==> src/rtl/card_seq_pkg.sv <==
package card_seq_pkg;
    typedef enum logic [2:0] {
        ST_IDLE = 3'd0,
        ST_WAIT = 3'd1,
        ST_READ = 3'd2,
        ST_LOCK = 3'd3,
        ST_JAM  = 3'd4
    } seq_state_t;
endpackage

==> src/rtl/cr_sync.sv <==
module cr_sync #(
    parameter int STAGES = 2
) (
    input  logic clk,
    input  logic rst_n,
    input  logic d_in,
    output logic q_out
);
    logic [STAGES-1:0] chain;

    always_ff @(posedge clk or negedge rst_n) begin
        if (!rst_n) chain <= '0;
        else        chain <= {chain[STAGES-2:0], d_in};
    end

    assign q_out = chain[STAGES-1];
endmodule

==> src/rtl/cr_rise.sv <==
module cr_rise (
    input  logic clk,
    input  logic rst_n,
    input  logic lvl,
    output logic rise
);
    logic prev;

    always_ff @(posedge clk or negedge rst_n) begin
        if (!rst_n) prev <= 1'b0;
        else        prev <= lvl;
    end

    assign rise = lvl & ~prev;
endmodule

==> src/rtl/cr_jam_timer.sv <==
module cr_jam_timer #(
    parameter int LIMIT = 2_000_000
) (
    input  logic clk,
    input  logic rst_n,
    input  logic run,
    output logic expire
);
    localparam int CW = $clog2(LIMIT + 1);
    localparam logic [CW-1:0] LAST = CW'(LIMIT - 1);

    logic [CW-1:0] cnt;

    always_ff @(posedge clk or negedge rst_n) begin
        if (!rst_n)     cnt <= '0;
        else if (!run)  cnt <= '0;
        else if (cnt != LAST) cnt <= cnt + 1'b1;
    end

    assign expire = run && (cnt == LAST);
endmodule

==> src/rtl/cr_column_path.sv <==
module cr_column_path #(
    parameter int COL_W = 12
) (
    input  logic             clk,
    input  logic             rst_n,
    input  logic             feed_cmd,
    input  logic             clear_cmd,
    input  logic             read_ack,
    input  logic             strobe_rise,
    input  logic             accept,
    input  logic [COL_W-1:0] col_in,
    output logic [COL_W-1:0] col_reg,
    output logic             data_avail,
    output logic             lost_data
);
    logic take;

    // A strobe counts only while a card is being fed and no overrun blocks it.
    assign take = strobe_rise && accept && !lost_data;

    always_ff @(posedge clk or negedge rst_n) begin
        if (!rst_n) begin
            col_reg    <= '0;
            data_avail <= 1'b0;
            lost_data  <= 1'b0;
        end else if (feed_cmd) begin
            // feed outranks clear: only the overrun is forgotten
            lost_data <= 1'b0;
            if (read_ack) data_avail <= 1'b0;
        end else if (clear_cmd) begin
            lost_data  <= 1'b0;
            data_avail <= 1'b0;
        end else begin
            if (take && data_avail) begin
                lost_data <= 1'b1;
                if (read_ack) data_avail <= 1'b0;
            end else if (take) begin
                col_reg    <= col_in;
                data_avail <= 1'b1;
            end else if (read_ack) begin
                data_avail <= 1'b0;
            end
        end
    end
endmodule

==> src/rtl/cr_feed_fsm.sv <==
module cr_feed_fsm
    import card_seq_pkg::*;
(
    input  logic clk,
    input  logic rst_n,
    input  logic feed_cmd,
    input  logic clear_cmd,
    input  logic strobe_rise,
    input  logic end_rise,
    input  logic jam_expire,
    output logic feed_o,
    output logic busy,
    output logic fail,
    output logic eop,
    output logic accept,
    output logic timer_run
);
    seq_state_t state, nxt;
    logic       eop_set;
    logic       moving;

    assign moving = (state == ST_WAIT) || (state == ST_READ) || (state == ST_LOCK);

    // next-state logic
    always_comb begin
        nxt     = state;
        eop_set = 1'b0;
        if (feed_cmd) begin
            nxt = moving ? ST_LOCK : ST_WAIT;
        end else if (clear_cmd) begin
            nxt = ST_IDLE;
        end else begin
            unique case (state)
                ST_IDLE: nxt = ST_IDLE;
                ST_WAIT: begin
                    if (strobe_rise)     nxt = ST_READ;
                    else if (end_rise) begin
                        nxt     = ST_IDLE;
                        eop_set = 1'b1;
                    end
                    else if (jam_expire) nxt = ST_JAM;
                end
                ST_READ: begin
                    if (end_rise) begin
                        nxt     = ST_IDLE;
                        eop_set = 1'b1;
                    end
                end
                ST_LOCK: begin
                    if (strobe_rise)     nxt = ST_READ;
                    else if (jam_expire) nxt = ST_JAM;
                end
                ST_JAM:  nxt = ST_JAM;
                default: nxt = ST_IDLE;
            endcase
        end
    end

    // state register
    always_ff @(posedge clk or negedge rst_n) begin
        if (!rst_n) begin
            state <= ST_IDLE;
            eop   <= 1'b0;
        end else begin
            state <= nxt;
            if (feed_cmd || clear_cmd) eop <= 1'b0;
            else if (eop_set)          eop <= 1'b1;
        end
    end

    // outputs
    always_comb begin
        busy      = moving;
        feed_o    = moving;
        fail      = (state == ST_JAM);
        accept    = moving && !feed_cmd && !clear_cmd;
        timer_run = ((state == ST_WAIT) || (state == ST_LOCK)) && !feed_cmd && !clear_cmd;
    end
endmodule

==> src/rtl/card_capture_seq.sv <==
module card_capture_seq #(
    parameter int COL_W       = 12,
    parameter int SYNC_STAGES = 2,
    parameter int JAM_CYCLES  = 2_000_000
) (
    input  logic             clk,
    input  logic             rst_n,
    input  logic             feed_cmd,
    input  logic             clear_cmd,
    input  logic             read_ack,
    input  logic             rdr_ready,
    input  logic             strobe_in,
    input  logic             end_in,
    input  logic [COL_W-1:0] col_in,
    output logic             feed_o,
    output logic [COL_W-1:0] col_reg,
    output logic             data_avail,
    output logic             busy,
    output logic             eop,
    output logic             lost_data,
    output logic             fail,
    output logic             alarm
);
    logic rdy_s, stb_s, end_s;
    logic stb_rise, end_rise;
    logic accept, timer_run, jam_expire;

    cr_sync #(.STAGES(SYNC_STAGES)) u_sync_rdy (.clk(clk), .rst_n(rst_n), .d_in(rdr_ready), .q_out(rdy_s));
    cr_sync #(.STAGES(SYNC_STAGES)) u_sync_stb (.clk(clk), .rst_n(rst_n), .d_in(strobe_in), .q_out(stb_s));
    cr_sync #(.STAGES(SYNC_STAGES)) u_sync_end (.clk(clk), .rst_n(rst_n), .d_in(end_in),    .q_out(end_s));

    cr_rise u_rise_stb (.clk(clk), .rst_n(rst_n), .lvl(stb_s), .rise(stb_rise));
    cr_rise u_rise_end (.clk(clk), .rst_n(rst_n), .lvl(end_s), .rise(end_rise));

    cr_jam_timer #(.LIMIT(JAM_CYCLES)) u_timer (
        .clk(clk), .rst_n(rst_n), .run(timer_run), .expire(jam_expire)
    );

    cr_feed_fsm u_fsm (
        .clk(clk), .rst_n(rst_n), .feed_cmd(feed_cmd), .clear_cmd(clear_cmd),
        .strobe_rise(stb_rise), .end_rise(end_rise), .jam_expire(jam_expire),
        .feed_o(feed_o), .busy(busy), .fail(fail), .eop(eop),
        .accept(accept), .timer_run(timer_run)
    );

    cr_column_path #(.COL_W(COL_W)) u_cols (
        .clk(clk), .rst_n(rst_n), .feed_cmd(feed_cmd), .clear_cmd(clear_cmd),
        .read_ack(read_ack), .strobe_rise(stb_rise), .accept(accept),
        .col_in(col_in), .col_reg(col_reg), .data_avail(data_avail),
        .lost_data(lost_data)
    );

    assign alarm = lost_data | ~rdy_s;
endmodule

==> config.mk <==
export PLATFORM = sky130hd
export DESIGN_NAME = card_capture_seq
export DESIGN_NICKNAME = d
export VERILOG_FILES = /design/src/rtl/card_seq_pkg.sv /design/src/rtl/cr_sync.sv /design/src/rtl/cr_rise.sv /design/src/rtl/cr_jam_timer.sv /design/src/rtl/cr_column_path.sv /design/src/rtl/cr_feed_fsm.sv /design/src/rtl/card_capture_seq.sv
export SDC_FILE = /design/constraint.sdc
export NUM_CORES = 1
export LEC_CHECK = 0
export ABC_AREA = 0
export ABC_CLOCK_PERIOD_IN_PS = 2200
export BUFFER_PORTS_ARGS = -buffer_cell sky130_fd_sc_hd__buf_2
export CORE_ASPECT_RATIO = 2
export CORE_MARGIN = 1.5
export CORE_UTILIZATION = 49
export CTS_BUF_LIST = sky130_fd_sc_hd__clkbuf_8 sky130_fd_sc_hd__clkbuf_16
export CTS_CLUSTER_SIZE = 14
export DETAILED_ROUTE_END_ITERATION = 7
export GPL_ROUTABILITY_DRIVEN = 0
export PLACE_DENSITY = 0.75
export SLEW_MARGIN = 20
export SYNTH_ARGS = -nofsm -noshare
export SYNTH_HDL_FRONTEND = slang
export SYNTH_SLANG_ARGS = --single-unit
export TNS_END_PERCENT = 20
==> constraint.sdc <==
create_clock -name clk -period 2.2 [get_ports clk]
set_clock_uncertainty 0.05 [all_clocks]
set_input_delay 0.33 -clock clk [delete_from_list [all_inputs] [get_ports clk]]
set_output_delay 0.33 -clock clk [all_outputs]
set_load 0.02 [all_outputs]
==> impl_metrics.ini, run 1 <==
[critical_path]
timing.rr.start = u_timer.cnt[14]
rrSetupSlack_ps = 30
arrival_ps = 2310
cp-start-kind = flip-flop
crit_slowest_cell = or4_4
critPathMaxFanout = 5
crit_buf_inv = 1
endpoint_kind = flip-flop
critPathMaxStageDelay_ps = 560
path_class = flip-flop to flip-flop
r2r-end = u_timer.cnt[1]
cpMostUsedCell = nor2_1
path_cells = or4b_1 -> or4_4 -> nor2_1 -> buf_4 -> mux2i_1 -> nor2_1
required_ps = 2340
r2r_cells = 6
crit_family = simple AND/OR/NAND/NOR gates

[logic_synthesis]
async_flop_share_pct = 100.0
synth_ff_type = dfrtp_1
syn_area_sq_um = 2059
synth_cell_type_count = 42
yosysWarnings = 0
yosysSeqAreaShare_pct = 57.11
synth.most_common_cell = dfrtp_1
synth_top_area_share_pct = 57.11
netlist_instances = 183
ys_ff_latch = 47
synth_top_area_cell = dfrtp_1
synthTopCellsByCount = 47 x dfrtp_1, 20 x nor2_1, 12 x mux2_2, 9 x inv_1, 9 x nand2_1
syn_area_per_cell_sq_um = 11.25
syn_nets = 204
synth_edf_count = 0
post_synth_main_area_contributors = dfrtp_1 57%, mux2_2 6.6%, nor2_1 3.6%

[grt]
grt_first_pass_wirelength_mm = 7.031
gr-usage-all-layers_pct = 20.35
grt_max_degree = 21
antenna_found_initial = 0
grt_pass1_vias = 1598
overflow = 0

[route]
wl_per_cell_microns = 14.96
vias_per_cell = 5.413
drtIter0Drc = 30
vias = 1586
routed_wl_mm = 4.384
firstDrtPassIters = 4
remaining_drc_errors = 0
drtAntennaViolNets = 0

[timing]
hold_viol_final = 0
grt_setup_unrepaired = true
fmax_mhz = 461.1
finalCritPeriodShare_pct = 98.58
slew_violations = 0
min_period_ps = 2169
slew_headroom_pct = 69.58
finalSetupTns_ps = 0
whs_ps = 80.18
setup_viol = 0
worst_pin_slew_ps = 456.3

[min_path]
holdPathStages = 1
hold_end = u_sync_end.chain[0]
hold_class = input pin to flip-flop
hold_path_startpoint = end_in

[floorplan]
dieArea_sq_um = 4624
start_util_pct = 50.90
dieHeight_microns = 94.69
ioPinCount = 39
core-area_sq_um = 4046
rows = 33
die_w_microns = 48.84

[clock_tree]
clkSinkCount = 47
clkLatencyLatePin_ps = 300
cts.reportedPaths.clkPinSlew_ps = 80
clockBufferDepth = 2
cts_root_buffer = clkbuf_8
numCtsBuffers = 5
cts_tree = yes
h-tree-depth = 2

[layout]
post-route-util_pct = 62.68
drive_gt1_share_pct = 34.44
instances_no_fill = 293
area_growth_pct = 23.15
antenna_cells = 0
nFillCells = 376
nNetsFinal = 261
largest_reg_flops = 21

[placement]
dp_hpwl_mm = 3.365
dp.cells = 282
numPortBuffers = 38

[outcome]
status = completed

[power_and_ir_drop]
max-vdd-ir-drop_uv = 739.2
p_per_area_nw_per_um2 = 728.3
leakage_nw = 1.149

[job]
drv_cap = 0
-- final cells by class --
class	instances	area [sq um]	share of cell area, %
clock buffer	7	96.34	3.799
clock inverter	1	7.507	0.2960
inverter	9	33.78	1.332
multi-input combinational	121	829.5	32.71
sequential	47	1176	46.37
tap	52	65.06	2.565
timing repair buffer	56	327.8	12.93
-- repair_timing --
item                                    CTS  global route
hold buffers                              1             0
hold endpoints to repair                 18             0
buffers inserted                          0             2
resized for setup                         1             3
endpoints found under the setup margin    3             5
pin swaps                                 0             4
-- power by group --
part,total (W),internal [W],switching (W),leakage (nW)
Sequential,0.000978,0.000939,0.0000399,0.609
Combinational,0.000302,0.000123,0.000178,0.489
Clock,0.000567,0.000286,0.000281,0.0505
-- metal layers --
layer | vias up | global-route usage (%) | part of all wire (%) | wire, microns
met5 | - | 0 | 0 | 0
li1 | 758 | - | - | -
met4 | 0 | 10.24 | 2.6 | 113
met3 | 10 | 3.006 | 3.3 | 143
met2 | 47 | 40.07 | 58 | 2531
met1 | 771 | 19.98 | 36 | 1595
-- cell usage in the layout (no fill, tap or decap), types with 2 or more instances in the layout --
cell type / netlist / layout
buf_2: 0 / 38
nor3_1: 3 / 3
buf_4: 1 / 17
nand3_1: 4 / 4
nor4_1: 2 / 2
clkbuf_8: 0 / 7
nor2b_1: 3 / 3
or3_1: 3 / 3
mux2i_1: 2 / 2
a31oi_1: 4 / 4
mux2_2: 12 / 12
nor2_1: 20 / 20
nand4_1: 4 / 4
nand2_1: 9 / 9
xor2_1: 4 / 4
inv_1: 9 / 9
xnor2_1: 6 / 5
and2_1: 2 / 2
a21oi_1: 4 / 3
o21ai_0: 7 / 6
o31ai_1: 3 / 3
dfrtp_1: 47 / 47
nand2b_1: 4 / 4
o21a_1: 2 / 2
or4_1: 3 / 3
o211ai_1: 4 / 4
-- how the worst max path moves through the flow --
stage | cells after the start | from | slack, ps | end
after floorplan | 6 | u_timer.cnt[7] | 20 | u_fsm.state[1]
after global placement | 5 | u_timer.cnt[7] | 10 | u_fsm.state[1]
after detailed placement | 5 | u_timer.cnt[7] | -40 | u_fsm.state[1]
after CTS | 6 | u_timer.cnt[7] | 4 | u_timer.cnt[1]
after global routing | 6 | u_timer.cnt[14] | -20 | u_timer.cnt[1]
final | 6 | u_timer.cnt[14] | 30 | u_timer.cnt[1]
-- through the flow --
| step | setup WS, ps | area, sq um | total power [W] |
|---|---|---|---|
| after floorplan | 20.74 | 2059 | 0.001165 |
| after global placement | 9.955 | 2394 | 0.001286 |
| after detailed placement | -42.77 | 2394 | 0.001294 |
| after CTS | 3.627 | 2510 | 0.001864 |
| after global routing | -24.01 | 2536 | 0.001927 |
| final | 31.15 | 2536 | 0.001847 |
-- worst reg2reg max path: cells and delay by family (launching register included) --
kind | cells | cell delay [ps]
buffers and inverters | 1 | 140
AND/OR/NAND/NOR | 4 | 1270
multiplexers | 1 | 210
flip-flops | 1 | 390
-- kinds of logic after synthesis --
kind of cell             Yosys count  synth area share, %
AND/OR/NAND/NOR                   66                17.19
flip-flops                        47                57.11
AO/OA/AOI/OAI                     30                10.02
buffers and inverters             15                3.280
multiplexers                      14                7.533
XOR/XNOR                          10                4.253
adder cells (fa/ha/maj)            1               0.6074
Power figures use the tool's default switching activity.
==> run 2, diff against run 1 <==
- RECOVER_POWER: unset -> 25
==> run 2 against run 1 <==
Effect of this change: core utilization down 0.093 points; critical path depth stayed put; register-to-register slack about the same; sequential share of layout area increased by 0.069 points; highest routed layer unchanged; hold slack improved by 2.5 ps; global-route usage unchanged; combinational power barely moved; maximum frequency about the same; final cell count stayed put; setup slack got worse by 1.2 ps; routed wire length about the same.
==> impl_metrics.ini, run 2 (synthesis results as in run 1) <==
[job]
drv_cap = 0

[timing]
worst_pin_slew_ps = 1067
slew_headroom_pct = 28.87
grt_setup_unrepaired = true
hold_viol_final = 0
setup_viol = 0
whs_ps = 82.65
fmax_mhz = 460.8
min_period_ps = 2170
slew_violations = 0
finalCritPeriodShare_pct = 98.64

[critical_path]
critPathMaxFanout = 5
cpMostUsedCell = nor2_1
critPathMaxStageDelay_ps = 560
startpoint = u_timer.cnt[14]
arrival_ps = 2310
timing.rr.start = u_timer.cnt[14]
cp-start-kind = flip-flop
required_ps = 2340
endpoint_kind = flip-flop
crit_buf_inv = 1
path_cells = or4b_1 -> or4_4 -> nor2_1 -> buf_4 -> mux2i_1 -> nor2_1
path_class = flip-flop to flip-flop
crit_slowest_cell = or4_4
rrSetupSlack_ps = 30
crit_family = simple AND/OR/NAND/NOR gates

[placement]
dp_hpwl_mm = 3.365
dp.cells = 282
numPortBuffers = 38

[floorplan]
dieArea_sq_um = 4624
core-area_sq_um = 4046
ioPinCount = 39
die_w_microns = 48.84
rows = 33
dieHeight_microns = 94.69
start_util_pct = 50.90

[power_and_ir_drop]
p_per_area_nw_per_um2 = 728.8
max-vdd-ir-drop_uv = 737.1
leakage_nw = 1.146

[clock_tree]
cts.reportedPaths.clkPinSlew_ps = 80
clkLatencyLatePin_ps = 300
clockBufferDepth = 2
h-tree-depth = 2
clkSinkCount = 47
cts_tree = yes
numCtsBuffers = 5
cts_root_buffer = clkbuf_8

[layout]
drive_gt1_share_pct = 34.02
final_common_cell = dfrtp_1
area_growth_pct = 22.96
largest_reg_flops = 21
final_cell_mix = 47 x dfrtp_1, 37 x buf_2, 20 x nor2_1
instances_no_fill = 293
antenna_cells = 0
post-route-util_pct = 62.59
nFillCells = 378
nNetsFinal = 261

[route]
wl_per_cell_microns = 14.97
drtAntennaViolNets = 0
remaining_drc_errors = 0
vias_per_cell = 5.481
drtIter0Drc = 19
routed_wl_mm = 4.387
vias = 1606
firstDrtPassIters = 6

[grt]
antenna_found_initial = 0
overflow = 0
grt_pass1_vias = 1598
grt_max_degree = 21
grt_first_pass_wirelength_mm = 7.031
gr-usage-all-layers_pct = 20.35

[min_path]
hold_class = input pin to flip-flop
hold_path_startpoint = strobe_in

[outcome]
status = completed
==> run 2: changes by cell type in the layout (fill, tap and decap cells not counted) <==
| cell | before | now |
|---|---|---|
| buf_4 | 17 | 16 |
| clkbuf_2 | 0 | 1 |
| clkbuf_1 | 0 | 1 |
| buf_2 | 38 | 37 |
==> run 2: stage by stage <==
| step | worst slack, ps | power [W] | TNS [ps] | cell area (sq um) |
|---|---|---|---|---|
| CTS | 3.627 | 0.001864 | 0 | 2510 |
| finish | 30.00 | 0.001846 | 0 | 2532 |
| global route | -24.01 | 0.001927 | -39.91 | 2532 |
| detailed placement | -42.77 | 0.001294 | -44.86 | 2394 |
| global placement | 9.955 | 0.001286 | 0 | 2394 |
| floorplan | 20.74 | 0.001165 | 0 | 2059 |
==> run 2: final cells by class <==
class	instances	area, sq um	area share [%]
Inverter	9	33.78	1.334
Timing Repair Buffer	56	324.1	12.80
Clock inverter	1	7.507	0.2964
Clock buffer	7	96.34	3.804
Multi-Input combinational cell	121	829.5	32.76
Tap cell	52	65.06	2.569
Sequential cell	47	1176	46.44
==> run 2: worst register-to-register path, stage by stage (launching register included) <==
cell and delay [ps]:
dfrtp_1 390, or4b_1 540, or4_4 560, nor2_1 110
buf_4 140, mux2i_1 210, nor2_1 60
==> run 2: routing by layer <==
metal  track usage [%]  up-vias  wire length (microns)
met5                 0        -                      0
met1             19.98      780                   1569
met3             3.006       12                    156
met2             40.07       55                   2544
li1                  -      759                      -
met4             10.24        0                    116
==> run 2: power breakdown <==
part	switching (W)	internal (W)
Sequential	0.0000401	0.000939
Combinational	0.000178	0.000123
Clock	0.000281	0.000286
Total	0.000499	0.00135
==> run 2: path summary, 6_finish.rpt <==
check,to,depth (start not counted)
worst max-delay path,u_timer.cnt[1],6
worst min-delay path,u_sync_stb.chain[0],1
worst max register to register,u_timer.cnt[1],6
worst min register to register,u_sync_end.chain[1],0
max in group asynchronous,u_timer.cnt[10],3
min in group asynchronous,u_timer.cnt[15],2
==> run 2: repair_timing <==
item | 4_1_cts | 5_1_grt
pin swaps | 0 | 4
setup endpoints to repair | 3 | 5
hold buffers | 1 | 0
gates resized for setup | 1 | 3
buffers inserted | 0 | 2
endpoints found under the hold margin | 18 | 0
